[config.mk]
export PLATFORM = sky130hd
export DESIGN_NAME = vid_crop_top
export DESIGN_NICKNAME = d
export VERILOG_FILES = /design/src/rtl/vid_crop_pkg.sv /design/src/rtl/vid_crop_regs.sv /design/src/rtl/vid_crop_pos.sv /design/src/rtl/vid_crop_sel.sv /design/src/rtl/vid_crop_top.sv
export SDC_FILE = /design/constraint.sdc
export NUM_CORES = 1
export LEC_CHECK = 0
export BUFFER_PORTS_ARGS = -buffer_cell sky130_fd_sc_hd__buf_2
export CAP_MARGIN = 20
export CORE_ASPECT_RATIO = 2
export CORE_UTILIZATION = 33
export DETAILED_ROUTE_END_ITERATION = 8
export PLACE_DENSITY = 0.45
export SLEW_MARGIN = 5
export SYNTH_ARGS = -nofsm -noshare
export SYNTH_HDL_FRONTEND = slang
export SYNTH_SLANG_ARGS = --single-unit
[constraint.sdc]
create_clock -name clk -period 10.7 [get_ports clk]
set_clock_uncertainty 0.15 [all_clocks]
set_input_delay 0.535 -clock clk [delete_from_list [all_inputs] [get_ports clk]]
set_output_delay 0.535 -clock clk [all_outputs]
set_load 0.02 [all_outputs]
[src/rtl/vid_crop_pkg.sv]
// Shared widths, register map and configuration type for the window cropper.
// Assumes 32-bit configuration words and sizes stored as value minus one.
package vid_crop_pkg;
    localparam int SIZE_W   = 16;   // width of size fields and position counters
    localparam int HOFS_W   = 13;   // start column field width
    localparam int VOFS_W   = 12;   // start row field width
    localparam int HGT_LSB  = 16;   // height field position in size words
    localparam int HOFS_LSB = 16;   // start column position in control word
    localparam int VOFS_LSB = 0;    // start row position in control word
    localparam int HDEC_BIT = 31;   // column halving enable
    localparam int VDEC_BIT = 30;   // line halving enable

    localparam logic [1:0] ADDR_SENS = 2'd0;
    localparam logic [1:0] ADDR_ACT  = 2'd1;
    localparam logic [1:0] ADDR_CTRL = 2'd2;

    typedef struct packed {
        logic [SIZE_W-1:0] sens_w_m1;
        logic [SIZE_W-1:0] sens_h_m1;
        logic [SIZE_W-1:0] act_w_m1;
        logic [SIZE_W-1:0] act_h_m1;
        logic [HOFS_W-1:0] h_ofs;
        logic [VOFS_W-1:0] v_ofs;
        logic              h_half;
        logic              v_half;
    } crop_cfg_t;

    localparam crop_cfg_t CFG_RST = '{
        {SIZE_W{1'b1}}, {SIZE_W{1'b1}}, {SIZE_W{1'b1}}, {SIZE_W{1'b1}},
        {HOFS_W{1'b0}}, {VOFS_W{1'b0}}, 1'b0, 1'b0};
endpackage

[src/rtl/vid_crop_regs.sv]
// Shadow and working configuration. Writes land in the shadow set; the
// working set copies the shadow on every accepted frame-start pixel.
// Assumes the caller selects the shadow set for the frame-start pixel itself.
module vid_crop_regs
    import vid_crop_pkg::*;
(
    input  logic        clk,
    input  logic        rst_n,
    input  logic        cfg_we,
    input  logic [1:0]  cfg_addr,
    input  logic [31:0] cfg_wdata,
    input  logic        frame_start,
    output crop_cfg_t   shadow_cfg,
    output crop_cfg_t   live_cfg
);
    // Capture software writes into the shadow set; unknown addresses drop.
    always_ff @(posedge clk) begin
        if (!rst_n) begin
            shadow_cfg <= CFG_RST;
        end else if (cfg_we) begin
            case (cfg_addr)
                ADDR_SENS: begin
                    shadow_cfg.sens_w_m1 <= cfg_wdata[SIZE_W-1:0];
                    shadow_cfg.sens_h_m1 <= cfg_wdata[HGT_LSB +: SIZE_W];
                end
                ADDR_ACT: begin
                    shadow_cfg.act_w_m1 <= cfg_wdata[SIZE_W-1:0];
                    shadow_cfg.act_h_m1 <= cfg_wdata[HGT_LSB +: SIZE_W];
                end
                ADDR_CTRL: begin
                    shadow_cfg.h_ofs  <= cfg_wdata[HOFS_LSB +: HOFS_W];
                    shadow_cfg.v_ofs  <= cfg_wdata[VOFS_LSB +: VOFS_W];
                    shadow_cfg.h_half <= cfg_wdata[HDEC_BIT];
                    shadow_cfg.v_half <= cfg_wdata[VDEC_BIT];
                end
                default: ;
            endcase
        end
    end

    // Copy the shadow set into the working set at frame start.
    always_ff @(posedge clk) begin
        if (!rst_n)
            live_cfg <= CFG_RST;
        else if (frame_start)
            live_cfg <= shadow_cfg;
    end
endmodule

[src/rtl/vid_crop_pos.sv]
// Column and row tracking for the input stream. Gives the position of the
// pixel presented this cycle; counters saturate at their maximum.
// Assumes in_sof marks the first pixel of a frame and has priority over in_sol.
module vid_crop_pos #(
    parameter int SIZE_W = 16
) (
    input  logic              clk,
    input  logic              rst_n,
    input  logic              in_valid,
    input  logic              in_sof,
    input  logic              in_sol,
    output logic [SIZE_W-1:0] cur_col,
    output logic [SIZE_W-1:0] cur_row
);
    localparam logic [SIZE_W-1:0] CNT_MAX = {SIZE_W{1'b1}};

    logic [SIZE_W-1:0] col_q;
    logic [SIZE_W-1:0] row_q;

    // Position of the pixel on the inputs now, from the last accepted one.
    always_comb begin
        if (in_sof) begin
            cur_col = '0;
            cur_row = '0;
        end else if (in_sol) begin
            cur_col = '0;
            cur_row = (row_q == CNT_MAX) ? CNT_MAX : row_q + 1'b1;
        end else begin
            cur_col = (col_q == CNT_MAX) ? CNT_MAX : col_q + 1'b1;
            cur_row = row_q;
        end
    end

    // Remember the position of the last accepted pixel.
    always_ff @(posedge clk) begin
        if (!rst_n) begin
            col_q <= '0;
            row_q <= '0;
        end else if (in_valid) begin
            col_q <= cur_col;
            row_q <= cur_row;
        end
    end
endmodule

[src/rtl/vid_crop_sel.sv]
// Keep/drop decision and the registered output stage. A pixel is kept when
// it lies in the window, inside the sensor frame and on a kept phase of the
// optional halving. Markers go on the first kept column and row.
// Assumes cur_col/cur_row describe the pixel on the inputs this cycle.
module vid_crop_sel
    import vid_crop_pkg::*;
#(
    parameter int PIX_W = 10
) (
    input  logic              clk,
    input  logic              rst_n,
    input  logic              in_valid,
    input  logic              in_sof,
    input  logic [PIX_W-1:0]  in_pix,
    input  logic [SIZE_W-1:0] cur_col,
    input  logic [SIZE_W-1:0] cur_row,
    input  crop_cfg_t         shadow_cfg,
    input  crop_cfg_t         live_cfg,
    output logic              out_valid,
    output logic              out_sof,
    output logic              out_sol,
    output logic [PIX_W-1:0]  out_pix
);
    crop_cfg_t         eff;
    logic [SIZE_W-1:0] h_start, v_start, dcol, drow;
    logic              col_ok, row_ok, keep;

    // Settings for this pixel: a frame-start pixel already uses the shadow.
    always_comb eff = in_sof ? shadow_cfg : live_cfg;

    // Offsets inside the window and the per-axis keep conditions.
    always_comb begin
        h_start = SIZE_W'(eff.h_ofs);
        v_start = SIZE_W'(eff.v_ofs);
        dcol    = cur_col - h_start;
        drow    = cur_row - v_start;
        col_ok  = (cur_col >= h_start) && (dcol <= eff.act_w_m1) &&
                  (cur_col <= eff.sens_w_m1) && !(eff.h_half && dcol[0]);
        row_ok  = (cur_row >= v_start) && (drow <= eff.act_h_m1) &&
                  (cur_row <= eff.sens_h_m1) && !(eff.v_half && drow[0]);
        keep    = in_valid && col_ok && row_ok;
    end

    // Register the kept pixel and its markers.
    always_ff @(posedge clk) begin
        if (!rst_n) begin
            out_valid <= 1'b0;
            out_sof   <= 1'b0;
            out_sol   <= 1'b0;
            out_pix   <= '0;
        end else begin
            out_valid <= keep;
            out_sol   <= keep && (dcol == '0);
            out_sof   <= keep && (dcol == '0) && (drow == '0);
            if (keep)
                out_pix <= in_pix;
        end
    end
endmodule

[src/rtl/vid_crop_top.sv]
// Window cropper top: register block, position tracker and selector.
// Output lags the accepted input pixel by one clock.
module vid_crop_top
    import vid_crop_pkg::*;
#(
    parameter int PIX_W = 10
) (
    input  logic             clk,
    input  logic             rst_n,
    input  logic             cfg_we,
    input  logic [1:0]       cfg_addr,
    input  logic [31:0]      cfg_wdata,
    input  logic             in_valid,
    input  logic             in_sof,
    input  logic             in_sol,
    input  logic [PIX_W-1:0] in_pix,
    output logic             out_valid,
    output logic             out_sof,
    output logic             out_sol,
    output logic [PIX_W-1:0] out_pix
);
    crop_cfg_t         shadow_cfg, live_cfg;
    logic [SIZE_W-1:0] cur_col, cur_row;
    logic              frame_start;

    // Frame start is an accepted pixel carrying the frame marker.
    always_comb frame_start = in_valid && in_sof;

    vid_crop_regs i_regs (
        .clk(clk), .rst_n(rst_n), .cfg_we(cfg_we), .cfg_addr(cfg_addr),
        .cfg_wdata(cfg_wdata), .frame_start(frame_start),
        .shadow_cfg(shadow_cfg), .live_cfg(live_cfg)
    );

    vid_crop_pos #(.SIZE_W(SIZE_W)) i_pos (
        .clk(clk), .rst_n(rst_n), .in_valid(in_valid), .in_sof(in_sof),
        .in_sol(in_sol), .cur_col(cur_col), .cur_row(cur_row)
    );

    vid_crop_sel #(.PIX_W(PIX_W)) i_sel (
        .clk(clk), .rst_n(rst_n), .in_valid(in_valid), .in_sof(in_sof),
        .in_pix(in_pix), .cur_col(cur_col), .cur_row(cur_row),
        .shadow_cfg(shadow_cfg), .live_cfg(live_cfg),
        .out_valid(out_valid), .out_sof(out_sof), .out_sol(out_sol),
        .out_pix(out_pix)
    );
endmodule

==> results of run 1 <==
## cell usage after synthesis, drive strengths merged (3+ instances only)
cell | number | share of area
a211oi | 17 | 0.010
dfxtp | 227 | 0.35
nor4 | 17 | 0.0087
nand2 | 426 | 0.12
a21o | 10 | 0.0058
nor3 | 27 | 0.010
buf | 22 | 0.0075
inv | 24 | 0.0070
and2 | 7 | 0.0034
or2 | 8 | 0.0039
nand3 | 159 | 0.062
a211o | 5 | 0.0034
clkbuf | 78 | 0.023
and3b | 3 | 0.0020
and3 | 9 | 0.0044
o221ai | 4 | 0.0027
nand2b | 4 | 0.0019
mux2 | 7 | 0.0061
o21ai | 25 | 0.0097
o21a | 7 | 0.0041
nor2 | 66 | 0.019
a31oi | 4 | 0.0019
o41ai | 3 | 0.0020
a21boi | 3 | 0.0017
or4 | 7 | 0.0047
a21oi | 120 | 0.047
o31ai | 4 | 0.0027
mux2i | 126 | 0.098
or3 | 3 | 0.0015
nor2b | 7 | 0.0034
a2111oi | 5 | 0.0034
xor2 | 15 | 0.010
xnor2 | 24 | 0.016
o31a | 4 | 0.0027
nand4 | 28 | 0.015
ha | 90 | 0.087
a311oi | 5 | 0.0034
o211ai | 7 | 0.0041
## final cells by class
type	count	area, sq um
Tap cell	520	651
Fill cell	4058	24200
Clock inverter	8	91.3
Inverter	25	93.8
Clock buffer	36	716
Sequential cell	227	4540
Multi-Input combinational cell	1289	7900
Timing Repair Buffer	78	437
## worst max-delay path: cells and delay by family, from the launching register on
kind / cells / cell delay, ns
DFF: 1 / 0.48
adders and majority gates: 2 / 0.60
and+or+nand+nor: 10 / 3.19
AOI/OAI and AO/OA: 9 / 2.06
## power by group
group / internal (uW) / switching, uW
combinational: 116 / 201
clock: 491 / 375
sequential: 883 / 25.0
total: 1490 / 601
## placed cells by master, fill, tap and decap left out, drive strengths merged, types with 8 or more instances in the layout
cell	count
buf	78
o21ai	25
xnor2	24
or2	8
a21oi	120
a211oi	17
nor3	27
and3	9
inv	27
clkbuf	36
nor2	66
ha	90
nand2	426
nand3	159
nor4	17
dfxtp	227
xor2	15
a21o	10
nand4	28
mux2i	126
## registers in the layout, summed over array words and instances (netlist names)
signal and flops:
i_sel.out_pix 10, i_pos.col_q 16, i_pos.row_q 16, i_sel.out_sol 1, i_regs.live_cfg 91, i_sel.out_valid 1
i_sel.out_sof 1, i_regs.shadow_cfg 91
## metrics by stage
step	cell area (sq um)	total power [uW]	utilization	setup WS, ns
2_1_floorplan	12900	1140	-	4.36
3_3_place_gp	13600	1250	0.352	4.11
3_5_place_dp	13600	1250	0.352	4.07
4_1_cts	14400	2120	0.373	4.07
5_1_grt	14400	2190	0.373	3.71
6_report	14400	2090	0.373	4.14
## routing by layer
layer	vias to the layer above	routed length, um	GRT usage
met5	-	0	0
met3	80	1190	0.0207
met1	5430	16000	0.225
met4	0	2330	0.118
met2	211	26400	0.476
li1	5763	-	-
## cell families (layout without fill, tap and decap cells)
logic type,Yosys count,after routing
buffers and inverters,125,147
xor gates and xnor gates,39,39
AOI/OAI and AO/OA,244,244
DFF,227,227
muxes,133,133
and+or+nand+nor,781,781
adders and majority gates,92,92
## how the worst max path moves through the flow
stage          slack [ns]            from                to  cells past startpoint
3_5_place_dp         4.07          in_sof     i_sel.out_sof                     19
5_1_grt              3.71  i_pos.row_q[2]  i_sel.out_pix[3]                     22
3_3_place_gp         4.11          in_sof  i_sel.out_pix[9]                     18
2_1_floorplan        4.36          in_sof     i_sel.out_sof                     23
4_1_cts              4.07  i_pos.row_q[2]     i_sel.out_sof                     21
6_report             4.14  i_pos.row_q[2]     i_sel.out_sof                     21
==> flow_summary.json, run 1 <==
{
  "synth.ff_latch_count": 227,
  "nNetsFinal": 1786,
  "antenna-diode-count": 0,
  "clk_lat_worst_skew_ns": 0.55,
  "holdCritStartpoint": "cfg_wdata[13]",
  "min_path_type": "in2reg",
  "netlist_instances": 1641,
  "io_buffer_count": 62,
  "postCtsSetupRepairBufs": 0,
  "count_of_flip_flops_with_a_built_in_enable_after_synthesis": 0,
  "post-route-period-util": 0.614,
  "path_cells": "nand4_2, or2_2, nor2_1, nand2_1, a21oi_1, ha_1, nor2b_1, o2111a_1, o21ai_0, o21ai_0, or4_1, and2_1, ha_1, o21ai_0, o21bai_1, a21o_1, a221oi_1, a222oi_1, or4_1, or4_1, nor4_2",
  "final-hold-violation-count": 0,
  "die_area_sq_mm": 0.0400,
  "clk_transition_reported_paths_ns": 0.06,
  "regToRegSetupSlack_ns": 4.14,
  "cts_resized": 0,
  "tightest_slew_ns": 1.08,
  "gr-total-overflow": 0,
  "die_w_um": 142,
  "ctsRootBufferMaster": "sky130_fd_sc_hd__clkbuf_16",
  "yosysUniqueCellTypes": 72,
  "synth-main-ff-cell": "sky130_fd_sc_hd__dfxtp_1",
  "synth_area_sq_mm": 0.0129,
  "unrepaired_setup_endpoints_after_global_routing": "false",
  "cts_tree": "built",
  "cts_hold_buf": 0,
  "cts-htree-levels": 1,
  "maximum_number_of_pins_on_one_net_before_global_route_repair": 88,
  "async_flop_share": 0,
  "finalSetupTns_ns": 0,
  "layout_area_overhead_pct": 11.8,
  "timing.setup.critical_path_class": "reg2reg",
  "max_cap_violations": 0,
  "clock.fmax_ghz": 0.152,
  "power.leakage_uw": 0.00648,
  "timing.final.setup_violations": 0,
  "synth.area.mux_share": 0.104,
  "via_per_inst": 5.26,
  "min_delay_worst_endpoint": "i_regs.shadow_cfg[88]",
  "worstSetupStartpointType": "register",
  "ir_drop_mv": 0.0984,
  "worst_hold_slack_ns": 0.0658,
  "max_slew_margin": 0.278,
  "boundaryPins": 63,
  "antenna_violations_before_repair": 0,
  "powerDensity_mw_per_mm2": 145,
  "cts_sinks": 227,
  "wl_per_cell_um": 21.0,
  "die_y_um": 282,
  "numCtsBuffers": 24,
  "drt_pass1_iterations": 5,
  "drt-total-wl_um": 45900,
  "destination_of_the_worst_register_to_register_timing_path": "i_sel.out_sof",
  "drv_slew": 0,
  "synth-seq-area-share": 0.352,
  "detail-route-antenna-nets": 0,
  "worstHoldPathCells": 3,
  "synth-compound-area-share": 0.119,
  "vias": 11500,
  "drt-initial-drc-count": 613,
  "core_region_area_sq_mm": 0.0387,
  "hpwl_um": 33800,
  "via_count_of_the_first_global_routing_pass": 11300,
  "total_number_of_yosys_warnings": 0,
  "gpl.final_weighted_congestion": 0.924,
  "grt_util_all_layers": 0.233,
  "initial_utilization": 0.334,
  "critPathMaxStageDelay_ns": 0.59,
  "max-clock-path-buffers": 3,
  "synth-simple-area-share": 0.271,
  "wp_data_arrival_ns": 6.87,
  "place.detailed.instances": 2139,
  "global_route_wire_length_before_repair_um": 69100,
  "drcViolationCount": 0,
  "largest_family_of_logic_cells_by_synthesized_area": "simple AND/OR/NAND/NOR gates",
  "run_status": "finished, final reports clean",
  "fp-row-count": 102,
  "worst-r2r-cell-count": 21,
  "crit_reg_reg_startpoint": "i_pos.row_q[2]",
  "synth_adder_area_share": 0.0896,
  "synthesized_netlist_net_count": 1782,
  "synth-xor-area-share": 0.0265,
  "critical_path_required_ns": 11.01,
  "slowest_stage": "sky130_fd_sc_hd__or4_1",
  "setup.worst_path.end_class": "register",
  "layout.cells.non_filler": 2183,
  "crit_fanout": 10,
  "final.min_clock_period_ns": 6.56,
  "synthesis.area_per_instance_sq_um": 7.86,
  "layout-drive-gt1-share": 0.0914
}
No activity file was read; power rests on OpenSTA's default activity.
==> run 2: changes to the inputs <==
Settings changed: PLACE_DENSITY 0.45 to 0.47.
Clock period 10.7 ns to 5.3 ns, I/O delays scaled along.
==> run 2 against run 1 <==
The run now ends with setup timing left. First-iteration DRC count rose by 8.0%. Routed wire length increased by 7.9%. Via count grew 11%. Register-to-register slack got worse by 4.3 ns. Critical path type unchanged. Critical path depth is the same. Core utilization is 7.0 points higher. Non-clock buffer count increased by 279.
==> flow_summary.json, run 2 (same netlist as run 1, synthesis figures left out) <==
{
  "run_status": "finished with violations",
  "failed_checks": "setup timing",
  "worstHoldPathCells": 3,
  "critical_path_required_ns": 5.62,
  "layout_area_overhead_pct": 32.9,
  "detail-route-antenna-nets": 0,
  "clk_lat_worst_skew_ns": 0.55,
  "max-clock-path-buffers": 3,
  "timing.setup.critical_path_class": "reg2reg",
  "final_critical_path_setup_slack_ns": -0.177,
  "worstSetupStartpointType": "register",
  "max_cap_violations": 0,
  "io_buffer_count": 62,
  "via_count_of_the_first_global_routing_pass": 13000,
  "worst-r2r-cell-count": 21,
  "tightest_slew_ns": 1.19,
  "grt_util_all_layers": 0.252,
  "gpl.final_weighted_congestion": 0.890,
  "boundaryPins": 63,
  "worst-path-buf-inv": 4,
  "die_y_um": 282,
  "top_regs": "i_regs.live_cfg x91, i_regs.shadow_cfg x91",
  "max_slew_margin": 0.208,
  "path_cells": "ha_4, nand3_4, or4_4, buf_12, a21oi_4, ha_4, and3_4, a22oi_2, o221ai_2, a2111oi_2, buf_4, xnor2_4, inv_2, ha_4, nand4_1, nor4_2, a21oi_2, or4_4, or4_4, buf_6, nor2_4",
  "utilization": 0.444,
  "cts-htree-levels": 1,
  "min_path_type": "in2reg",
  "timing.final.setup_violations": 13,
  "maximum_number_of_pins_on_one_net_before_global_route_repair": 91,
  "place.detailed.instances": 2361,
  "gr-total-overflow": 0,
  "core_region_area_sq_mm": 0.0387,
  "antenna-diode-count": 0,
  "cts_sinks": 227,
  "mostFrequentLayoutCells": "422 x sky130_fd_sc_hd__nand2_1, 244 x sky130_fd_sc_hd__buf_4, 214 x sky130_fd_sc_hd__dfxtp_1",
  "nNetsFinal": 2066,
  "ir_drop_mv": 0.226,
  "numCtsBuffers": 23,
  "setup.worst_path.end_class": "register",
  "post-route-period-util": 1.03,
  "powerDensity_mw_per_mm2": 252,
  "drt-total-wl_um": 49600,
  "power.leakage_uw": 0.00789,
  "drcViolationCount": 0,
  "slowest_stage": "sky130_fd_sc_hd__or4_4",
  "wl_per_cell_um": 20.1,
  "clk_transition_reported_paths_ns": 0.06,
  "timing.critical_path.depth": 21,
  "global_route_wire_length_before_repair_um": 75100,
  "layout.cells.non_filler": 2461,
  "die_w_um": 142,
  "drt_pass1_iterations": 5,
  "crit_fanout": 5,
  "via_per_inst": 5.17,
  "hpwl_um": 37700,
  "layout-drive-gt1-share": 0.238,
  "drt-initial-drc-count": 662,
  "cp_top_family": "simple AND/OR/NAND/NOR gates",
  "initial_utilization": 0.334,
  "die_area_sq_mm": 0.0400,
  "ctsRootBufferMaster": "sky130_fd_sc_hd__clkbuf_16",
  "wp_data_arrival_ns": 5.80,
  "worst_hold_slack_ns": 0.118,
  "finalSetupTns_ns": -1.43,
  "critPathMaxStageDelay_ns": 0.64,
  "cts_tree": "built",
  "clock.fmax_ghz": 0.183,
  "fin_total_pwr_uw": 4320,
  "unrepaired_setup_endpoints_after_global_routing": "true",
  "final-hold-violation-count": 0,
  "final_common_cell": "sky130_fd_sc_hd__nand2_1",
  "fp-row-count": 102,
  "drv_slew": 0,
  "vias": 12700,
  "final.min_clock_period_ns": 5.48,
  "antenna_violations_before_repair": 0
}
[run 2: cell count changes in the layout (fill, tap and decap cells not counted), moves of 9 or more]
cell                            delta
sky130_fd_sc_hd__ha_1              -9
sky130_fd_sc_hd__dfxtp_1          -13
sky130_fd_sc_hd__a21oi_2          +12
sky130_fd_sc_hd__dfxtp_2          +13
sky130_fd_sc_hd__buf_4           +228
sky130_fd_sc_hd__dlygate4sd3_1    +44
sky130_fd_sc_hd__a21oi_4           +9
sky130_fd_sc_hd__ha_4              +9
sky130_fd_sc_hd__a21oi_1          -21
[run 2: metal layers]
layer,global-route usage,vias to the layer above,share of wire
li1,-,6332,-
met1,0.233,6006,0.33
met2,0.511,283,0.57
met3,0.0206,110,0.029
met4,0.163,0,0.069
met5,0,-,0
[run 2: stage by stage]
stage | instance area (sq um) | setup WS, ns
after detailed placement | 15500 | -0.418
final | 17200 | -0.177
after global routing | 17200 | -0.349
after global placement | 15500 | -0.325
after floorplan | 13100 | 0.00449
after CTS | 17100 | -0.127
[run 2: what timing repair did]
item | CTS | global route
buffers inserted | 11 | 2
hold buffers | 44 | 0
gates cloned | 2 | 0
pin swaps | 20 | 10
gates resized for setup | 55 | 16
endpoints found under the hold margin | 107 | 0
setup endpoints to repair | 13 | 13
[run 2: worst paths after layout]
kind                                           from                  end  slack [ns]
worst max-delay path                 i_pos.col_q[1]      i_sel.out_valid       -0.18
worst min-delay path                       in_valid       i_pos.col_q[1]        0.12
worst max register to register       i_pos.col_q[1]      i_sel.out_valid       -0.18
worst min register to register  i_regs.live_cfg[25]  i_regs.live_cfg[25]        0.30
[run 2: layout make-up]
class | count | area, sq um
Timing Repair Buffer | 357 | 2700
Multi-Input combinational cell | 1291 | 8400
Inverter | 25 | 93.8
Fill cell | 3882 | 21500
Clock buffer | 32 | 639
Sequential cell | 227 | 4560
Tap cell | 520 | 651
Clock inverter | 9 | 118
[run 2: worst min-delay path: stages]
cell,delay [ns]
sky130_fd_sc_hd__buf_2,0.29
sky130_fd_sc_hd__nand3_1,0.15
sky130_fd_sc_hd__a21oi_1,0.06
[run 2: power breakdown]
group	internal [uW]	total, uW	switching [uW]
clock	950	1690	740
sequential	1780	1830	47.5
combinational	345	794	448
total	3080	4320	1240
==> run 3: changes to the inputs <==
Settings changed: CORE_MARGIN from default to 3, PLACE_DENSITY 0.47 to default.
==> run 3 against run 2 <==
The flow still finishes with violations (setup timing). Via count up 2.3%. Fmax down 0.33%. Non-clock buffer count grew 3. Combinational power is 4.5% higher. Clock power is 7% lower. Cell area grew 0.90%.
==> flow_summary.json, run 3 (same netlist as run 1, synthesis figures left out) <==
{
  "clk_lat_worst_skew_ns": 0.55,
  "nNetsFinal": 2067,
  "use_met2": 0.436,
  "die_area_sq_mm": 0.0417,
  "drt_pass1_iterations": 5,
  "num-fill-cells": 3747,
  "drt-total-wl_um": 47900,
  "critPathMaxStageDelay_ns": 0.64,
  "drt-initial-drc-count": 698,
  "grt_util_all_layers": 0.221,
  "max_slew_margin": 0.217,
  "gr-total-overflow": 0,
  "ctsRootBufferMaster": "sky130_fd_sc_hd__clkbuf_16",
  "detail-route-antenna-nets": 0,
  "gpl.final_weighted_congestion": 0.946,
  "grt.met3_usage": 0.0206,
  "cts_tree": "built",
  "met1_usage": 0.200,
  "timing.final.setup_violations": 11,
  "final_critical_path_setup_slack_ns": -0.195,
  "via_per_inst": 5.30,
  "power.leakage_uw": 0.00796,
  "core_region_area_sq_mm": 0.0383,
  "wl_per_cell_um": 19.5,
  "timing.setup.critical_path_class": "reg2reg",
  "setup.worst_path.end_class": "register",
  "mostFrequentLayoutCells": "421 x sky130_fd_sc_hd__nand2_1, 244 x sky130_fd_sc_hd__buf_4, 218 x sky130_fd_sc_hd__dfxtp_1",
  "globalRoute.busiestLayer": "met2",
  "final-hold-violation-count": 0,
  "numCtsBuffers": 22,
  "path_cells": "ha_4, nand3_4, or4_4, buf_6, a21oi_4, ha_4, buf_4, a211o_1, a41o_1, buf_4, o2111a_1, a311oi_2, ha_1, a21oi_1, a21boi_0, o31ai_2, a21oi_2, or4_4, buf_6, nor4_4, buf_6, mux2i_1",
  "crit_fanout": 6,
  "layout_area_overhead_pct": 34.1,
  "place_area_sq_mm": 0.0155,
  "run_status": "finished with violations",
  "powerDensity_mw_per_mm2": 244,
  "antenna_violations_before_repair": 1,
  "preCtsSetupSlack_ns": -0.461,
  "cts-htree-levels": 1,
  "top_regs": "i_regs.live_cfg x91, i_regs.shadow_cfg x91",
  "max-clock-path-buffers": 3,
  "utilization": 0.452,
  "io_buffer_count": 62,
  "clock.fmax_ghz": 0.182,
  "via_count_of_the_first_global_routing_pass": 13300,
  "min_path_type": "in2reg",
  "drv_slew": 0,
  "worst-path-buf-inv": 5,
  "layout-drive-gt1-share": 0.250,
  "ir_drop_mv": 0.250,
  "unrepaired_setup_endpoints_after_global_routing": "true",
  "die_y_um": 286,
  "post-route-period-util": 1.04,
  "die_w_um": 146,
  "final.min_clock_period_ns": 5.50,
  "final_common_cell": "sky130_fd_sc_hd__nand2_1",
  "global_route_wire_length_before_repair_um": 73100,
  "fp-row-count": 101,
  "wp_data_arrival_ns": 5.81,
  "critical_path_required_ns": 5.61,
  "maximum_number_of_pins_on_one_net_before_global_route_repair": 97,
  "cp_top_family": "compound AO/OA/AOI/OAI gates",
  "boundaryPins": 63,
  "cts_sinks": 227,
  "crit_top_cell": "sky130_fd_sc_hd__buf_6",
  "drcViolationCount": 0,
  "clk_transition_reported_paths_ns": 0.07,
  "tightest_slew_ns": 1.17,
  "antenna-diode-count": 0,
  "worstSetupStartpointType": "register",
  "failed_checks": "setup timing",
  "hpwl_um": 35400,
  "slowest_stage": "sky130_fd_sc_hd__or4_4",
  "vias": 13000,
  "initial_utilization": 0.337,
  "max_cap_violations": 0,
  "fin_area_sq_mm": 0.0173
}
==> run 3: worst reg2reg max path: stages (launching register included) <==
cell and delay, ns:
sky130_fd_sc_hd__dfxtp_2 0.36, sky130_fd_sc_hd__ha_4 0.15, sky130_fd_sc_hd__nand3_4 0.09, sky130_fd_sc_hd__or4_4 0.64
sky130_fd_sc_hd__buf_6 0.16, sky130_fd_sc_hd__a21oi_4 0.15, sky130_fd_sc_hd__ha_4 0.22, sky130_fd_sc_hd__buf_4 0.15
sky130_fd_sc_hd__a211o_1 0.25, sky130_fd_sc_hd__a41o_1 0.24, sky130_fd_sc_hd__buf_4 0.14, sky130_fd_sc_hd__o2111a_1 0.15
sky130_fd_sc_hd__a311oi_2 0.31, sky130_fd_sc_hd__ha_1 0.33, sky130_fd_sc_hd__a21oi_1 0.16, sky130_fd_sc_hd__a21boi_0 0.12
sky130_fd_sc_hd__o31ai_2 0.28, sky130_fd_sc_hd__a21oi_2 0.11, sky130_fd_sc_hd__or4_4 0.43, sky130_fd_sc_hd__buf_6 0.13
sky130_fd_sc_hd__nor4_4 0.32, sky130_fd_sc_hd__buf_6 0.19, sky130_fd_sc_hd__mux2i_1 0.19
==> run 3: final timing paths <==
check | startpoint | endpoint | slack [ns] | depth (start not counted)
worst max register to register | i_pos.col_q[1] | i_sel.out_pix[6] | -0.20 | 22
worst min register to register | i_regs.live_cfg[8] | i_regs.live_cfg[8] | 0.30 | 2
worst min-delay path | rst_n | i_regs.live_cfg[41] | 0.03 | 2
worst max-delay path | i_pos.col_q[1] | i_sel.out_pix[6] | -0.20 | 22
==> run 3: cell type report <==
type	count	area, sq um	share of cell area
multi-input cells	1290	8550	0.494
flip-flops and latches	227	4560	0.263
repair buffers	360	2770	0.160
well taps	515	644	0.0372
clock buffers	28	613	0.0354
inverters	25	93.8	0.00542
clock inverters	11	86.3	0.00499
==> run 3: report_power, final <==
part / leakage (uW) / internal, uW / total, uW / switching (uW)
registers: 0.00186 / 1780 / 1830 / 48.0
logic: 0.00576 / 369 / 830 / 461
clock network: 0.000342 / 831 / 1570 / 736
==> run 3: through the flow <==
step	cells	hold slack [ns]	total power [uW]	TNS, ns
floorplan	1641	0.239	2300	0
global placement	2347	0.290	2570	-3.89
detailed placement	2347	0.296	2580	-4.18
global route	2456	0.0565	4400	-3.82
CTS	2441	0.00886	4210	-1.88
finish	2456	0.0332	4230	-1.85
==> run 3: repair_timing <==
| action | CTS | global route |
|---|---|---|
| endpoints found under the hold margin | 101 | 0 |
| gates cloned | 1 | 1 |
| pin swaps | 39 | 44 |
| endpoints found under the setup margin | 13 | 13 |
| resized for setup | 39 | 64 |
| hold buffers | 42 | 0 |
| buffers inserted | 12 | 13 |
==> run 3: metal layers <==
layer | vias to the layer above | part of all wire
met3 | 177 | 0.033
met5 | - | 0
met1 | 6165 | 0.33
li1 | 6324 | -
met4 | 0 | 0.097
met2 | 353 | 0.54
